[src/rtl/alm_pkg.sv]
package alm_pkg;
  localparam int REG_AW = 4;
  localparam int REG_DW = 8;
  localparam int VAL_W  = 7;   // widest field value
  localparam int NFIELD = 4;

  localparam logic [REG_AW-1:0] ADR_CTRL = 4'h1;
  localparam logic [REG_AW-1:0] ADR_ALM0 = 4'h9;   // first of four alarm fields

  localparam int CB_PULSE = 4;
  localparam int CB_AFLAG = 3;
  localparam int CB_TFLAG = 2;
  localparam int CB_AEN   = 1;
  localparam int CB_TEN   = 0;
  localparam int DIS_BIT  = 7;

  // Bits a field register keeps: its disable bit plus w value bits.
  function automatic logic [REG_DW-1:0] field_keep(input int w);
    logic [REG_DW-1:0] m;
    m = '0;
    for (int b = 0; b < w; b++) m[b] = 1'b1;
    m[DIS_BIT] = 1'b1;
    return m;
  endfunction

  // One field hits when disabled or when values are equal.
  function automatic logic field_hit(input logic dis,
                                     input logic [VAL_W-1:0] want,
                                     input logic [VAL_W-1:0] have);
    return dis | (want == have);
  endfunction

  function automatic logic [REG_DW-1:0] ctrl_keep();
    logic [REG_DW-1:0] m;
    m = '0;
    m[CB_PULSE] = 1'b1;
    m[CB_TFLAG] = 1'b1;
    m[CB_AEN]   = 1'b1;
    m[CB_TEN]   = 1'b1;
    return m;
  endfunction
endpackage

[src/rtl/alm_minute_tick.sv]
module alm_minute_tick #(
  parameter int SEC_W = 7
) (
  input  logic             clk,
  input  logic             rst_n,
  input  logic [SEC_W-1:0] sec,
  output logic             tick
);
  logic [SEC_W-1:0] sec_q;

  always_ff @(posedge clk or negedge rst_n) begin
    if (!rst_n) sec_q <= '0;
    else        sec_q <= sec;
  end

  assign tick = (sec == '0) && (sec_q != '0);

  AST_TICK_SINGLE: assert property (@(posedge clk) disable iff (!rst_n)
    tick |=> !tick);
  AST_TICK_NEEDS_ZERO: assert property (@(posedge clk) disable iff (!rst_n)
    tick |-> (sec == '0));
endmodule

[src/rtl/alm_field_cmp.sv]
module alm_field_cmp
  import alm_pkg::*;
#(
  parameter int W = 7
) (
  input  logic [REG_DW-1:0] alm_reg,
  input  logic [W-1:0]      have,
  output logic              hit
);
  logic [VAL_W-1:0] want_v;
  logic [VAL_W-1:0] have_v;

  always_comb begin
    want_v = '0;
    have_v = '0;
    want_v[W-1:0] = alm_reg[W-1:0];
    have_v[W-1:0] = have;
  end

  assign hit = field_hit(alm_reg[DIS_BIT], want_v, have_v);

  always_comb begin
    if (alm_reg[DIS_BIT]) AST_DIS_HITS: assert (hit);
  end
endmodule

[src/rtl/alm_regs.sv]
module alm_regs
  import alm_pkg::*;
#(
  parameter int MIN_W  = 7,
  parameter int HOUR_W = 6,
  parameter int DAY_W  = 6,
  parameter int WDAY_W = 3
) (
  input  logic                          clk,
  input  logic                          rst_n,
  input  logic                          wr,
  input  logic [REG_AW-1:0]             addr,
  input  logic [REG_DW-1:0]             wdata,
  output logic [REG_DW-1:0]             rdata,
  input  logic                          set_evt,
  output logic [NFIELD-1:0][REG_DW-1:0] alm_q,
  output logic                          aflag,
  output logic                          aen
);
  localparam logic [REG_DW-1:0] CKEEP = ctrl_keep();

  logic [REG_DW-1:0] ctl_q;
  logic              aflag_q;
  logic              ctl_wr;
  logic              flag_clr;

  assign ctl_wr   = wr && (addr == ADR_CTRL);
  assign flag_clr = ctl_wr && !wdata[CB_AFLAG];

  always_ff @(posedge clk or negedge rst_n) begin
    if (!rst_n) ctl_q <= '0;
    else if (ctl_wr) ctl_q <= wdata & CKEEP;
  end

  // Match wins over a same-cycle clear.
  always_ff @(posedge clk or negedge rst_n) begin
    if (!rst_n)        aflag_q <= 1'b0;
    else if (set_evt)  aflag_q <= 1'b1;
    else if (flag_clr) aflag_q <= 1'b0;
  end

  for (genvar i = 0; i < NFIELD; i++) begin : g_fld
    localparam int FW = (i == 0) ? MIN_W : (i == 1) ? HOUR_W :
                        (i == 2) ? DAY_W : WDAY_W;
    localparam logic [REG_DW-1:0] KEEP = field_keep(FW);
    localparam logic [REG_AW-1:0] ADR  = ADR_ALM0 + REG_AW'(i);
    always_ff @(posedge clk or negedge rst_n) begin
      if (!rst_n)                     alm_q[i] <= 8'h80;
      else if (wr && (addr == ADR))   alm_q[i] <= wdata & KEEP;
    end
  end

  always_comb begin
    rdata = '0;
    if (addr == ADR_CTRL) begin
      rdata = ctl_q;
      rdata[CB_AFLAG] = aflag_q;
    end else begin
      for (int i = 0; i < NFIELD; i++)
        if (addr == ADR_ALM0 + REG_AW'(i)) rdata = alm_q[i];
    end
  end

  assign aflag = aflag_q;
  assign aen   = ctl_q[CB_AEN];

  AST_FLAG_SET: assert property (@(posedge clk) disable iff (!rst_n)
    set_evt |=> aflag_q);
  AST_FLAG_ROSE_CAUSE: assert property (@(posedge clk) disable iff (!rst_n)
    $rose(aflag_q) |-> $past(set_evt));
  AST_FLAG_KEEP_ONE: assert property (@(posedge clk) disable iff (!rst_n)
    (aflag_q && !(wr && addr == ADR_CTRL && !wdata[CB_AFLAG])) |=> aflag_q);
  AST_CTRL_RSVD_ZERO: assert property (@(posedge clk) disable iff (!rst_n)
    (addr == ADR_CTRL) |-> (rdata[7:5] == 3'b000));
endmodule

[src/rtl/alm_unit.sv]
module alm_unit
  import alm_pkg::*;
#(
  parameter int SEC_W  = 7,
  parameter int MIN_W  = 7,
  parameter int HOUR_W = 6,
  parameter int DAY_W  = 6,
  parameter int WDAY_W = 3
) (
  input  logic              clk,
  input  logic              rst_n,
  input  logic              reg_wr,
  input  logic [3:0]        reg_addr,
  input  logic [7:0]        reg_wdata,
  output logic [7:0]        reg_rdata,
  input  logic [SEC_W-1:0]  cal_sec,
  input  logic [MIN_W-1:0]  cal_min,
  input  logic [HOUR_W-1:0] cal_hour,
  input  logic [DAY_W-1:0]  cal_mday,
  input  logic [WDAY_W-1:0] cal_wday,
  output logic              alarm_irq_n
);
  logic [NFIELD-1:0][REG_DW-1:0] alm_q;
  logic [NFIELD-1:0][VAL_W-1:0]  cal_v;
  logic [NFIELD-1:0]             hit;
  logic                          minute_tick;
  logic                          set_evt;
  logic                          aflag;
  logic                          aen;

  alm_minute_tick #(.SEC_W(SEC_W)) u_tick (
    .clk(clk), .rst_n(rst_n), .sec(cal_sec), .tick(minute_tick));

  always_comb begin
    cal_v = '0;
    cal_v[0][MIN_W-1:0]  = cal_min;
    cal_v[1][HOUR_W-1:0] = cal_hour;
    cal_v[2][DAY_W-1:0]  = cal_mday;
    cal_v[3][WDAY_W-1:0] = cal_wday;
  end

  for (genvar i = 0; i < NFIELD; i++) begin : g_cmp
    alm_field_cmp #(.W(VAL_W)) u_cmp (
      .alm_reg(alm_q[i]), .have(cal_v[i]), .hit(hit[i]));
  end

  assign set_evt = minute_tick && (&hit);

  alm_regs #(.MIN_W(MIN_W), .HOUR_W(HOUR_W), .DAY_W(DAY_W), .WDAY_W(WDAY_W)) u_regs (
    .clk(clk), .rst_n(rst_n), .wr(reg_wr), .addr(reg_addr), .wdata(reg_wdata),
    .rdata(reg_rdata), .set_evt(set_evt), .alm_q(alm_q), .aflag(aflag), .aen(aen));

  assign alarm_irq_n = ~(aflag & aen);

  AST_IRQ_FALL_CAUSE: assert property (@(posedge clk) disable iff (!rst_n)
    $fell(alarm_irq_n) |-> ($rose(aflag) || $rose(aen)));
  AST_NO_EVT_OFF_TICK: assert property (@(posedge clk) disable iff (!rst_n)
    set_evt |-> (cal_sec == '0));
  AST_ALL_DIS_FIRES: assert property (@(posedge clk) disable iff (!rst_n)
    (minute_tick && alm_q[0][7] && alm_q[1][7] && alm_q[2][7] && alm_q[3][7])
      |=> aflag);
endmodule

[config.mk]
export PLATFORM = sky130hd
export DESIGN_NAME = alm_unit
export DESIGN_NICKNAME = d
export VERILOG_FILES = /design/src/rtl/alm_pkg.sv /design/src/rtl/alm_minute_tick.sv /design/src/rtl/alm_field_cmp.sv /design/src/rtl/alm_regs.sv /design/src/rtl/alm_unit.sv
export SDC_FILE = /design/constraint.sdc
export NUM_CORES = 1
export LEC_CHECK = 0
export ABC_AREA = 1
export BUFFER_PORTS_ARGS = -buffer_cell sky130_fd_sc_hd__buf_4
export CAP_MARGIN = 20
export CORE_MARGIN = 1.5
export CORE_UTILIZATION = 40
export CTS_CLUSTER_DIAMETER = 30
export CTS_CLUSTER_SIZE = 25
export DETAILED_ROUTE_END_ITERATION = 8
export SLEW_MARGIN = 15
export SYNTH_ARGS = -nofsm -noshare
export SYNTH_HDL_FRONTEND = slang
export SYNTH_HIERARCHICAL = 1
export SYNTH_SLANG_ARGS = --single-unit
[constraint.sdc]
create_clock -name clk -period 1.3 [get_ports clk]
set_input_delay 0.195 -clock clk [delete_from_list [all_inputs] [get_ports clk]]
set_output_delay 0.195 -clock clk [all_outputs]
set_load 0.01 [all_outputs]
# [After elaboration in Yosys (flattened, before gate mapping)]
# Index checks and enable logic that the tools add are counted.
[classes] mux=7 n_bitwise=6 n_eq_ne=9 reduce_logical=13
[op_table] op="8-bit 2-to-1 mux" n=5
[op_table] op="4-bit equality test, second input constant" n=4
[op_table] op="6-bit equality test" n=2
[op_table] op="1-bit logical AND" n=8
[op_table] op="7-bit equality test" n=1
[op_table] op="7-bit zero test" n=1
[op_table] op="7-bit nonzero test" n=1
[op_table] op="4-bit by 1-bit equality test with 1-bit output, second input constant" n=1
[op_table] op="1-bit bitwise OR" n=4
[op_table] op="4-bit AND reduction" n=1
[op_table] op="3-bit equality test" n=1
[op_table] op="1-bit 2-to-1 mux" n=2
[op_table] op="2-bit nonzero test" n=1
[op_table] op="1-bit AND" n=1
[op_table] op="1-bit zero test" n=1
[op_table] op="1-bit inverter" n=1
[word_totals] reg_bits=38 inputBits=44

# [Longest topological paths before layout]
[depth] ltp_word=6 depth_mapped=12

# [Modules after synthesis]
# Netlist, hierarchy kept.
[by_module_without_submodules] mod="alm_regs" n_inst=1 seq_area_each_um2=780.7 cells_each=185 area_each_um2=1566.5
[by_module_without_submodules] mod="alm_field_cmp" n_inst=4 seq_area_each_um2=0.0 cells_each=35 area_each_um2=141.4
[by_module_without_submodules] mod="alm_minute_tick" n_inst=1 seq_area_each_um2=175.2 cells_each=27 area_each_um2=250.2
[by_module_without_submodules] mod="alm_unit" n_inst=1 seq_area_each_um2=0.0 cells_each=5 area_each_um2=20.0

# [Worst setup path after synthesis]
# OpenSTA, ideal clock, no wires.
[synth_path] kind="reg2out" start="register u_regs/alm_q[15] in the netlist's numbering" end="output reg_rdata[7]" path_slack_ns=0.257 path_stages_with_launch=5 path_buffers=0 arrival_time_ns=0.848 path_cell_list="dfstp_2 -> nand3_1 -> nand2_1 -> nor2_1 -> nor2_1"
[synth_via] elab_chain_len=4
[synth_rtl] element="start, declared" line_no="alm_regs.sv:16" rtl="output logic [NFIELD-1:0][REG_DW-1:0] alm_q,"
[synth_rtl] element="start signal, assigned by index" line_no="alm_regs.sv:49" rtl="else if (wr && (addr == ADR)) alm_q[i] <= wdata & KEEP;"
[synth_rtl] element="8-bit 2-to-1 mux (3 in a row)" line_no="alm_regs.sv:60" rtl="if (addr == ADR_ALM0 + REG_AW'(i)) rdata = alm_q[i];"
[synth_rtl] element="8-bit 2-to-1 mux" line_no="alm_regs.sv:55" rtl="if (addr == ADR_CTRL) begin"
[synth_rtl] element="end, declared" line_no="alm_unit.sv:15" rtl="output logic [7:0] reg_rdata,"
# No other way between the ends.

# [Worst setup path in the final report]
# Ends and elaborated chain as after synthesis.

==> flow_metrics.env <==
export IMPL_synth_distinct_cells=22
export IMPL_hold_depth=1
export IMPL_seqPwrFrac=0.427
export IMPL_start_util=0.4106
export IMPL_power_density_nw_per_um2=1162
export IMPL_setup_ws_ps=-149.4
export IMPL_final_hold_viol_count=0
export IMPL_numCtsBuffers=5
export IMPL_fillCellCount=592
export IMPL_first_pass_iters=4
export IMPL_regToRegStartpoint="u_regs/alm_q[16]"
export IMPL_drive_above_1_share=0.2608
export IMPL_antenna_found_initial=0
export IMPL_violations="negative setup slack"
export IMPL_gp_congestion=0.8099
export IMPL_grt_pass1_wl_um=9128
export IMPL_start_kind="flop"
export IMPL_post_drt_wl_per_cell_um=10.95
export IMPL_boundaryPins=53
export IMPL_areaGrowthSynthToFinish_pct=32.76
export IMPL_p_int_uw=2632
export IMPL_max_cap_violations=0
export IMPL_postPlaceCellArea_um2=2899
export IMPL_syn_mean_instance_area_um2=6.729
export IMPL_hold_class="in2reg"
export IMPL_cts_path_max_buffers=2
export IMPL_drc=0
export IMPL_grt_overflow=0
export IMPL_insertion_delay_ps=290
export IMPL_final_nets=484
export IMPL_worstPathMaxFanout=2
export IMPL_chipHeight_um=80.50
export IMPL_grt_pass1_vias=2015
export IMPL_clk_pin_slew_ps=80
export IMPL_fp_dieW_um=80.50
export IMPL_die_area_um2=6479
export IMPL_grt_max_degree=39
export IMPL_timing_rr_end="u_regs/aflag"
export IMPL_fmax_ghz=0.6899
export IMPL_cp_end_kind="output port"
export IMPL_ir_drop_mv=0.7588
export IMPL_drv_slew=0
export IMPL_cts_tree="yes"
export IMPL_synthCells=357
export IMPL_num_vias=2275
export IMPL_p_total_uw=3707
export IMPL_drt_vias_per_instance=4.409
export IMPL_p_leak_uw=0.001766
export IMPL_worst_setup_path_type="reg2out"
export IMPL_rows=28
export IMPL_worstHoldStart="cal_sec[5]"
export IMPL_postRouteAntennaNets=0
export IMPL_place_ws_ps=-50.31
export IMPL_min_period_over_period=1.115
export IMPL_yosys_register_bits=38
export IMPL_arrival_ps=1250
export IMPL_hpwl_um=4296
export IMPL_reg2reg_depth=12
export IMPL_finalWirelength_um=5652
export IMPL_netSwitchingFraction=0.2899
export IMPL_min_to="u_tick/sec_q[5]"
export IMPL_worst_clock_skew_ps=3.625
export IMPL_final_min_clock_period_ps=1449
export IMPL_yosysWarnings=6
export IMPL_reg2reg_slack_ps=-30
export IMPL_grt_setup_unrepaired="yes"
export IMPL_track_usage=0.1876
export IMPL_crit_required_ps=1110
export IMPL_p_sw_uw=1075
export IMPL_diodes=0
export IMPL_power_frac_comb=0.253
export IMPL_drt_iter0_drc=126
export IMPL_stdcell_area_um2=3189
export IMPL_setup_viol=5
export IMPL_status="complete, but fails checks"
export IMPL_core_area_um2=5851
export IMPL_clock_sink_count=38
export IMPL_netlist_area_um2=2402
export IMPL_io_buffers=52
export IMPL_yosysSeqAreaShare=0.3979
export IMPL_h_tree_depth=2
export IMPL_clockRootBuffer="clkbuf_8"
export IMPL_clkPwrFrac=0.320
==> worst max path at each step <==
stage / start / to / cells after the start
final: u_regs/alm_q[15] / reg_rdata[7] / 5
after global routing: u_regs/alm_q[16] / reg_rdata[0] / 6
after CTS: u_regs/alm_q[7] / reg_rdata[7] / 5
after detailed placement: reg_addr[0] / u_regs/alm_q[4] / 7
after global placement: reg_addr[0] / u_regs/alm_q[3] / 7
after floorplan: u_regs/alm_q[15] / reg_rdata[7] / 4
==> logic make-up (layout without fill, tap and decap cells) <==
logic type	after synthesis	count (layout)	synth area share
other	2	17	0.003126
buffers and inverters	78	147	0.1417
AO/OA/AOI/OAI	30	30	0.08125
XOR/XNOR	8	8	0.02916
AND/OR/NAND/NOR	201	201	0.3469
flip-flops	38	38	0.3979
==> power groups by stage <==
stage | clock, uW | combinational, uW | sequential, uW
CTS | 1220 | 897 | 1580
global route | 1270 | 1080 | 1610
floorplan | 0 | 529 | 1560
global placement | 0 | 753 | 1620
finish | 1190 | 938 | 1580
detailed placement | 0 | 775 | 1630
==> routing by layer <==
| metal | GRT usage | vias to the layer above | wire, um |
|---|---|---|---|
| li1 | - | 1218 | - |
| met1 | 0.2415 | 1007 | 2536 |
| met2 | 0.3202 | 45 | 2815 |
| met3 | 0.03523 | 5 | 240 |
| met4 | 0.05172 | 0 | 60 |
| met5 | 0 | - | 0 |
==> timing repair <==
| item | 4_1_cts | 5_1_grt |
|---|---|---|
| endpoints found under the hold margin | 34 | 1 |
| buffers inserted | 9 | 3 |
| cloned | 0 | 0 |
| pin swaps | 6 | 18 |
| hold buffers | 1 | 1 |
| gates resized for setup | 2 | 12 |
| endpoints found under the setup margin | 4 | 7 |
==> per-stage QoR <==
| step | TNS [ps] | util | hold WS (ps) | std cells |
|---|---|---|---|---|
| global route | -1015 | 0.5451 | 0.4889 | 516 |
| finish | -439.7 | 0.5451 | 16.36 | 516 |
| CTS | -495.4 | 0.5340 | 3.582 | 512 |
| detailed placement | -192.5 | 0.4955 | 186.3 | 494 |
| floorplan | 0 | - | -100.6 | 372 |
| global placement | 0 | 0.4955 | 191.8 | 494 |
==> cells in the mapped netlist (all sizes together) <==
| cell | n | area share |
|---|---|---|
| nor3 | 2 | 0.011 |
| dfstp | 4 | 0.044 |
| buf | 11 | 0.037 |
| dfrtp | 34 | 0.35 |
| nor2 | 30 | 0.050 |
| inv | 67 | 0.10 |
| conb | 2 | 0.0031 |
| nand4 | 4 | 0.010 |
| and3 | 1 | 0.0026 |
| xnor2 | 4 | 0.015 |
| o21ai | 30 | 0.081 |
| nand2 | 142 | 0.23 |
| nand3 | 22 | 0.046 |
| xor2 | 4 | 0.015 |
==> area by class of cell <==
type | count | area (um2) | share of cell area
Tap cell | 75 | 93.84 | 0.02942
Timing Repair Buffer | 72 | 553.0 | 0.1734
Clock inverter | 3 | 68.82 | 0.02158
Clock buffer | 5 | 68.82 | 0.02158
Inverter | 67 | 251.5 | 0.07885
Multi-Input combinational cell | 256 | 1197 | 0.3754
Sequential cell | 38 | 955.9 | 0.2997
==> critical path: stages (launching register included) <==
cell and delay [ps]:
dfstp_2 550, nand3_2 60, nand2_2 70, nor2_1 40
nor2_1 110, buf_4 140
==> state kept, by name, indices dropped and copies added (netlist names) <==
signal and count:
u_regs/aflag 1, u_regs/alm_q 26, u_tick/sec_q 7, u_regs/ctl_q 4
==> layout by cell type, fill, tap and decap left out <==
cell           count
bufinv_16          2
buf_6              2
xor2_1             4
nor2_4             1
nand3_1           19
buf_4             68
nand3_2            3
nor2_2             2
dfstp_2            4
o21ai_1           10
clkbuf_8           5
nand2_1          133
dlygate4sd3_1      2
nor3_4             1
inv_1             63
and3_1             1
nor2_1            27
nand4_1            4
nand2_4            1
inv_2              4
nor3_2             1
o21ai_0            8
nand2_2            8
conb_1            17
clkinv_4           1
xnor2_1            4
dfrtp_1           34
o21ai_2           12
No activity file was read; power rests on OpenSTA's default activity.
